<file path="config.mk">
export PLATFORM = sky130hd
export DESIGN_NAME = sync_periph_bridge
export DESIGN_NICKNAME = d
export VERILOG_FILES = /design/src/rtl/spb_pkg.sv /design/src/rtl/spb_datapath.sv /design/src/rtl/spb_control.sv /design/src/rtl/sync_periph_bridge.sv
export SDC_FILE = /design/constraint.sdc
export NUM_CORES = 1
export LEC_CHECK = 0
export BUFFER_PORTS_ARGS = -buffer_cell sky130_fd_sc_hd__buf_2
export CORE_AREA = 2 2 39 41
export DETAILED_ROUTE_END_ITERATION = 12
export DIE_AREA = 0 0 41 43
export GPL_ROUTABILITY_DRIVEN = 0
export HOLD_SLACK_MARGIN = 0.03
export PLACE_DENSITY = 0.55
export RECOVER_POWER = 50
export REMOVE_ABC_BUFFERS = 1
export SYNTH_ARGS = -nofsm -noshare
export SYNTH_HDL_FRONTEND = slang
export SYNTH_SLANG_ARGS = --single-unit
export TNS_END_PERCENT = 100
</file>
<file path="constraint.sdc">
create_clock -name clk -period 2 [get_ports clk]
set_clock_uncertainty 0.05 [all_clocks]
set_input_delay 0.2 -clock clk [delete_from_list [all_inputs] [get_ports clk]]
set_output_delay 0.2 -clock clk [all_outputs]
set_load 0.02 [all_outputs]
</file>
<file path="src/rtl/spb_pkg.sv">
package spb_pkg;

  typedef enum logic [1:0] {
    ST_IDLE = 2'd0,
    ST_WAIT = 2'd1,
    ST_VMA  = 2'd2,
    ST_ACK  = 2'd3
  } busState_t;

  typedef struct packed {
    logic setVma;
    logic setDtack;
    logic clrBus;
  } busStrobes_t;

endpackage

</file>
<file path="src/rtl/spb_datapath.sv">
module spb_datapath
  import spb_pkg::*;
#(
  parameter int E_LOW      = 6,
  parameter int E_HIGH     = 4,
  parameter int DTACK_LEAD = 1
) (
  input  logic        clk,
  input  logic        rstN,
  input  busStrobes_t stb,
  output logic        eLowNext,
  output logic        dtackNext,
  output logic        eClk,
  output logic        vmaN,
  output logic        dtackN
);

  localparam int PERIOD  = E_LOW + E_HIGH;
  localparam int PW      = $clog2(PERIOD);
  localparam int ACK_AT  = PERIOD - 1 - DTACK_LEAD;

  logic [PW-1:0] phase;
  logic [PW-1:0] phaseNext;

  always_comb begin
    if (phase == PW'(PERIOD - 1)) phaseNext = '0;
    else                          phaseNext = phase + 1'b1;
  end

  assign eLowNext  = (phase == PW'(PERIOD - 1));
  assign dtackNext = (phase == PW'(ACK_AT));

  always_ff @(posedge clk or negedge rstN) begin
    if (!rstN) begin
      phase <= '0;
      eClk  <= 1'b0;
    end else begin
      phase <= phaseNext;
      eClk  <= (phaseNext >= PW'(E_LOW));
    end
  end

  always_ff @(posedge clk or negedge rstN) begin
    if (!rstN) begin
      vmaN   <= 1'b1;
      dtackN <= 1'b1;
    end else if (stb.clrBus) begin
      vmaN   <= 1'b1;
      dtackN <= 1'b1;
    end else begin
      if (stb.setVma)   vmaN   <= 1'b0;
      if (stb.setDtack) dtackN <= 1'b0;
    end
  end

endmodule

</file>
<file path="src/rtl/spb_control.sv">
module spb_control
  import spb_pkg::*;
(
  input  logic        clk,
  input  logic        rstN,
  input  logic        asN,
  input  logic        vpaN,
  input  logic        eLowNext,
  input  logic        dtackNext,
  output busStrobes_t stb
);

  busState_t state;
  busState_t stateNext;

  always_comb begin
    stateNext = state;
    stb       = '0;
    case (state)
      ST_IDLE: begin
        if (!asN && !vpaN) stateNext = ST_WAIT;
      end
      ST_WAIT: begin
        if (asN) begin
          stateNext = ST_IDLE;
        end else if (eLowNext) begin
          stateNext  = ST_VMA;
          stb.setVma = 1'b1;
        end
      end
      ST_VMA: begin
        if (asN) begin
          stateNext  = ST_IDLE;
          stb.clrBus = 1'b1;
        end else if (dtackNext) begin
          stateNext    = ST_ACK;
          stb.setDtack = 1'b1;
        end
      end
      ST_ACK: begin
        if (asN) begin
          stateNext  = ST_IDLE;
          stb.clrBus = 1'b1;
        end
      end
      default: stateNext = ST_IDLE;
    endcase
  end

  always_ff @(posedge clk or negedge rstN) begin
    if (!rstN) state <= ST_IDLE;
    else       state <= stateNext;
  end

endmodule

</file>
<file path="src/rtl/sync_periph_bridge.sv">
module sync_periph_bridge
  import spb_pkg::*;
#(
  parameter int E_LOW      = 6,
  parameter int E_HIGH     = 4,
  parameter int DTACK_LEAD = 1
) (
  input  logic clk,
  input  logic rstN,
  input  logic asN,
  input  logic vpaN,
  output logic eClk,
  output logic vmaN,
  output logic dtackN
);

  busStrobes_t stb;
  logic        eLowNext;
  logic        dtackNext;

  spb_control i_control (
    .clk       (clk),
    .rstN      (rstN),
    .asN       (asN),
    .vpaN      (vpaN),
    .eLowNext  (eLowNext),
    .dtackNext (dtackNext),
    .stb       (stb)
  );

  spb_datapath #(
    .E_LOW      (E_LOW),
    .E_HIGH     (E_HIGH),
    .DTACK_LEAD (DTACK_LEAD)
  ) i_datapath (
    .clk       (clk),
    .rstN      (rstN),
    .stb       (stb),
    .eLowNext  (eLowNext),
    .dtackNext (dtackNext),
    .eClk      (eClk),
    .vmaN      (vmaN),
    .dtackN    (dtackN)
  );

endmodule

</file>
# == Word level (Yosys, flattened, before mapping) ==
# Index checks and enable logic that the tools add are counted.
# op_classes
div_mod_pow,0
shift,0
eq_ne,9
bitwise_logic,0
n_mul,0
addsub,1
reduce_logical,8
n_mux,20
n_lt_le_gt_ge,1
# ops
cell,count
1-bit 2-to-1 mux,12
2-bit 2-to-1 mux,6
"4-bit == test, second input constant",2
2-bit case mux with 4 select lines,1
"3-bit != test, second input constant",2
"4-bit by 1-bit adder with 4-bit output, second input constant",1
"2-bit == test, second input constant",2
"4-bit by 3-bit greater-or-equal comparator with 1-bit output, second input constant",1
4-bit 2-to-1 mux,1
4-bit AND reduction,1
2-bit nonzero test,2
"2-bit by 1-bit == test with 1-bit output, second input constant",1
1-bit logical NOT,2
2-bit logical NOT,1
"2-bit by 1-bit != test with 1-bit output, second input constant",1
"2-bit != test, second input constant",1
2-bit OR reduction,1
1-bit logical AND,1
# word_totals
ff_bits,9
output_inout_bits,3
latch_bits,0
ramBits,0
n_memories,0
in_bits,4
mem_bits_ro,0
wordCells,44

# == Depth between registers and ports, before layout ==
# depth
word_depth,6
ltp_mapped,3
mapped_depth_nobuf,3

# == Hierarchy ==
# From an unflattened synthesis, not the netlist that was laid out.
# unflattened
hier_cells,40
area_unflattened_um2,447.9
# modules_own_cells
mod,area_each_um2,instances,seq_area_each_um2,cells_per_inst
spb_datapath,330.3,1,177.7,29
spb_control,117.6,1,50.0,11

# == Least setup slack after synthesis ==
# Ideal clock, no wire load.
# synth_path
kind,reg-to-reg
start,register i_datapath.phase[3]
end,register i_control.state[0]
arrival_time_ns,0.988
period_less_slack_ns,1.131
stages_incl_launch_ff,4
path_buffers,0
required_time_ns,1.856
setup_ns,0.094
path_slack_ns,0.869
cell_sequence,dfrtp_1 nor2b_2 and3_1 a221oi_2
# synth_via
elab_chain_len,3
word_cells_on_any_way,5
cone_classes,eq/ne: 4; reduce/logical: 1
# synth_rtl
element,line_no,text
start: declaration,spb_datapath.sv:22,logic [PW-1:0] phase;
start signal: assignment,spb_datapath.sv:38,phase <= phaseNext;
4-bit == test (on tied branches),"spb_datapath.sv:31, spb_datapath.sv:30",
3-bit != test (no source line),--,
4-bit AND reduction (no source line) *,--,
end signal: assignment,spb_control.sv:52,else state <= stateNext;
end: declaration,spb_control.sv:13,busState_t state;
# Every way passes the cells marked *; elsewhere a longest branch is shown, timed or not.
# A chain may end at the register's enable or synchronous reset.

# == Worst setup path in the final report ==
# Ends and elaborated chain as after synthesis.

==> flow_summary.toml <==
[yosys]
synth-async-reset-ratio_pct = 100
synth_edf_count = 0
synth.area.top_cells = "dfrtp_1, dfstp_2, a22o_1"
synth_area_um2 = 402
synth_top_area_share_pct = 43.6
ys_seq_area_share_pct = 56.7
ys.warnings.count = 0
synth_cell_types = 18
yosysMostFrequentCell = "dfrtp_1"
synth_commonest_cells = "dfrtp_1, nor2_1"
synthCells = 38
ys_ff_latch = 9
synth_largest_area_cell = "dfrtp_1"
synth_area_per_cell_um2 = 10.6
synth_ff_type = "dfrtp_1"

[grt]
grt_pass1_vias = 304
grt_pass1_wl_mm = 1.21
grt_max_degree = 10
grt_use_total_pct = 11.2
grt_overflow_total = 0
antenna_found_initial = 0

[setup_path]
critPathLaunch = "i_datapath.phase[3]"
crit_type = "flop to flop"
max_stage_delay_ns = 0.43
required_ns = 2.12
worstPathArrival_ns = 1.33
cpMaxStageDelayCell = "dfrtp_1"
worstRegToRegCells = 3
r2r_end = "i_control.state[0]"
crit_cells = 3
crit_family = "flip-flops"
crit_fanout = 6
end_kind = "flop"
r2r_start = "i_datapath.phase[3]"
crit_path_end = "i_control.state[0]"
crit_buf_inv = 0
path_cells = "nor2b_2, and3_1, a221oi_2"
rrSetupSlack_ns = 0.79
critPathLaunchType = "flop"

[clock_network]
cts_resized = 0
clock_latency_ns = 0.26
root_buffer = "clkbuf_4"
htreeDepth = 1
clock-sinks = 9
clkTransAtPathRegs_ns = 0.06
clock_path_buffers = 2
cts_post_setup_buffers_inserted = 0
cts_made_buffers = 3
cts_tree = "done"

[placed_design]
dpl.cell_count = 60
io_buffers = 6

[floorplanning]
ios = 7
fp-row-count = 14
fp.dieW_um = 41
initial_core_util_pct = 29.0
die_height_um = 43
die-area_um2 = 1760
core-area_um2 = 1380

[run_status]
status = "completed"

[sta]
worst_pin_slew_ns = 0.482
grt_setup_unrepaired = "no"
setup-tns-final_ns = 0
max_slew_margin_pct = 67.8
slew_violations = 0
max_freq_mhz = 825
finalSetupViolations = 0
period_share_pct = 60.6
final-hold-violation-count = 0
fin_crit_ns = 1.21

[power_and_ir_drop]
p_per_area_nw_per_um2 = 778
p_leak_nw = 0.229
vdd_ir_drop_max_mv = 0.212

[min_path]
whs_path_depth = 2
hp-class = "primary input to flop"
worstHoldStart = "asN"

[layout]
multiInputGateArea_um2 = 163
seq_area_um2 = 228
layout.nets = 54
drive_above_1_share_pct = 24.5
layoutNonFillerInstCount = 65
nFillCells = 145
syn_to_final_growth_pct = 21.2
antenna-diode-count = 0

[detailed_routing]
drtIter0Drc = 2
drc = 0
drtPass1Iterations = 4
vias = 319
avgViaCountPerCell = 4.91
ant_nets = 0
totalWireLength_um = 703
wl_per_cell_um = 10.8

[job]
cap_violations = 0
[power breakdown]
group	total [mW]	leakage [nW]	internal, mW	switching (mW)
registers	0.200	0.103	0.195	0.00437
clock network	0.142	0.0150	0.0770	0.0650
logic	0.0370	0.110	0.0147	0.0223
[metrics by stage]
| stage | worst slack (ns) | utilization (%) | hold slack, ns | power, mW | instance area [um^2] |
|---|---|---|---|---|---|
| floorplan | 0.869 | - | -0.146 | 0.224 | 402 |
| global placement | 0.812 | 32.6 | 0.0121 | 0.240 | 452 |
| detailed placement | 0.800 | 32.6 | 0.0150 | 0.240 | 452 |
| CTS | 0.788 | 35.3 | 0.0865 | 0.389 | 488 |
| global route | 0.724 | 35.2 | 0.0967 | 0.402 | 487 |
| finish | 0.787 | 35.2 | 0.100 | 0.379 | 487 |
[sequential cells by signal, indices dropped and copies added, names as in the netlist]
register           flops
i_datapath.phase       4
i_datapath.dtackN      1
i_datapath.eClk        1
i_control.state        2
i_datapath.vmaN        1
[cell families (layout without fill, tap and decap cells)]
| family | Yosys count | after routing | synth area share, % |
|---|---|---|---|
| AO/OA/AOI/OAI | 11 | 11 | 19.6 |
| XOR/XNOR | 2 | 2 | 4.36 |
| buffers and inverters | 3 | 14 | 2.80 |
| flip-flops | 9 | 9 | 56.7 |
| AND/OR/NAND/NOR | 13 | 13 | 16.5 |
[layout make-up]
class / count / share of cell area, %
flip-flops and latches: 9 / 46.8
multi-input cells: 26 / 33.4
repair buffers: 7 / 7.97
clock buffers: 4 / 5.40
well taps: 16 / 4.11
inverters: 3 / 2.31
[layer usage]
metal	up-vias	wire [um]	track usage (%)
li1	154	-	-
met1	152	311	11.5
met2	9	330	15.3
met3	4	29	3.14
met4	0	31	14.0
met5	-	0	0
[cell usage in the layout (no fill, tap or decap), drive strengths merged, types with 2 or more instances in the layout]
cell type  synthesis  final
nand2              3      3
o21ai              3      3
dfrtp              7      7
buf                0      5
a21oi              3      3
nor2b              2      2
clkbuf             0      5
nor2               4      4
xnor2              2      2
inv                3      3
a22o               2      2
dfstp              2      2
[worst register-to-register path: cells and delay by family (launching register included)]
family | cells | cell delay, ns
flops | 1 | 0.43
simple gates | 2 | 0.39
compound gates | 1 | 0.26
[worst min-delay path by stage]
stage	endpoint
finish	i_control.state[0]
floorplan	i_control.state[0]
global route	i_control.state[0]
CTS	i_control.state[0]
global placement	i_datapath.eClk
detailed placement	i_datapath.eClk
[what timing repair did]
item	in CTS	in global routing
setup endpoints to repair	0	0
hold endpoints to repair	9	0
hold buffers	1	0
No activity file was read; power rests on OpenSTA's default activity.
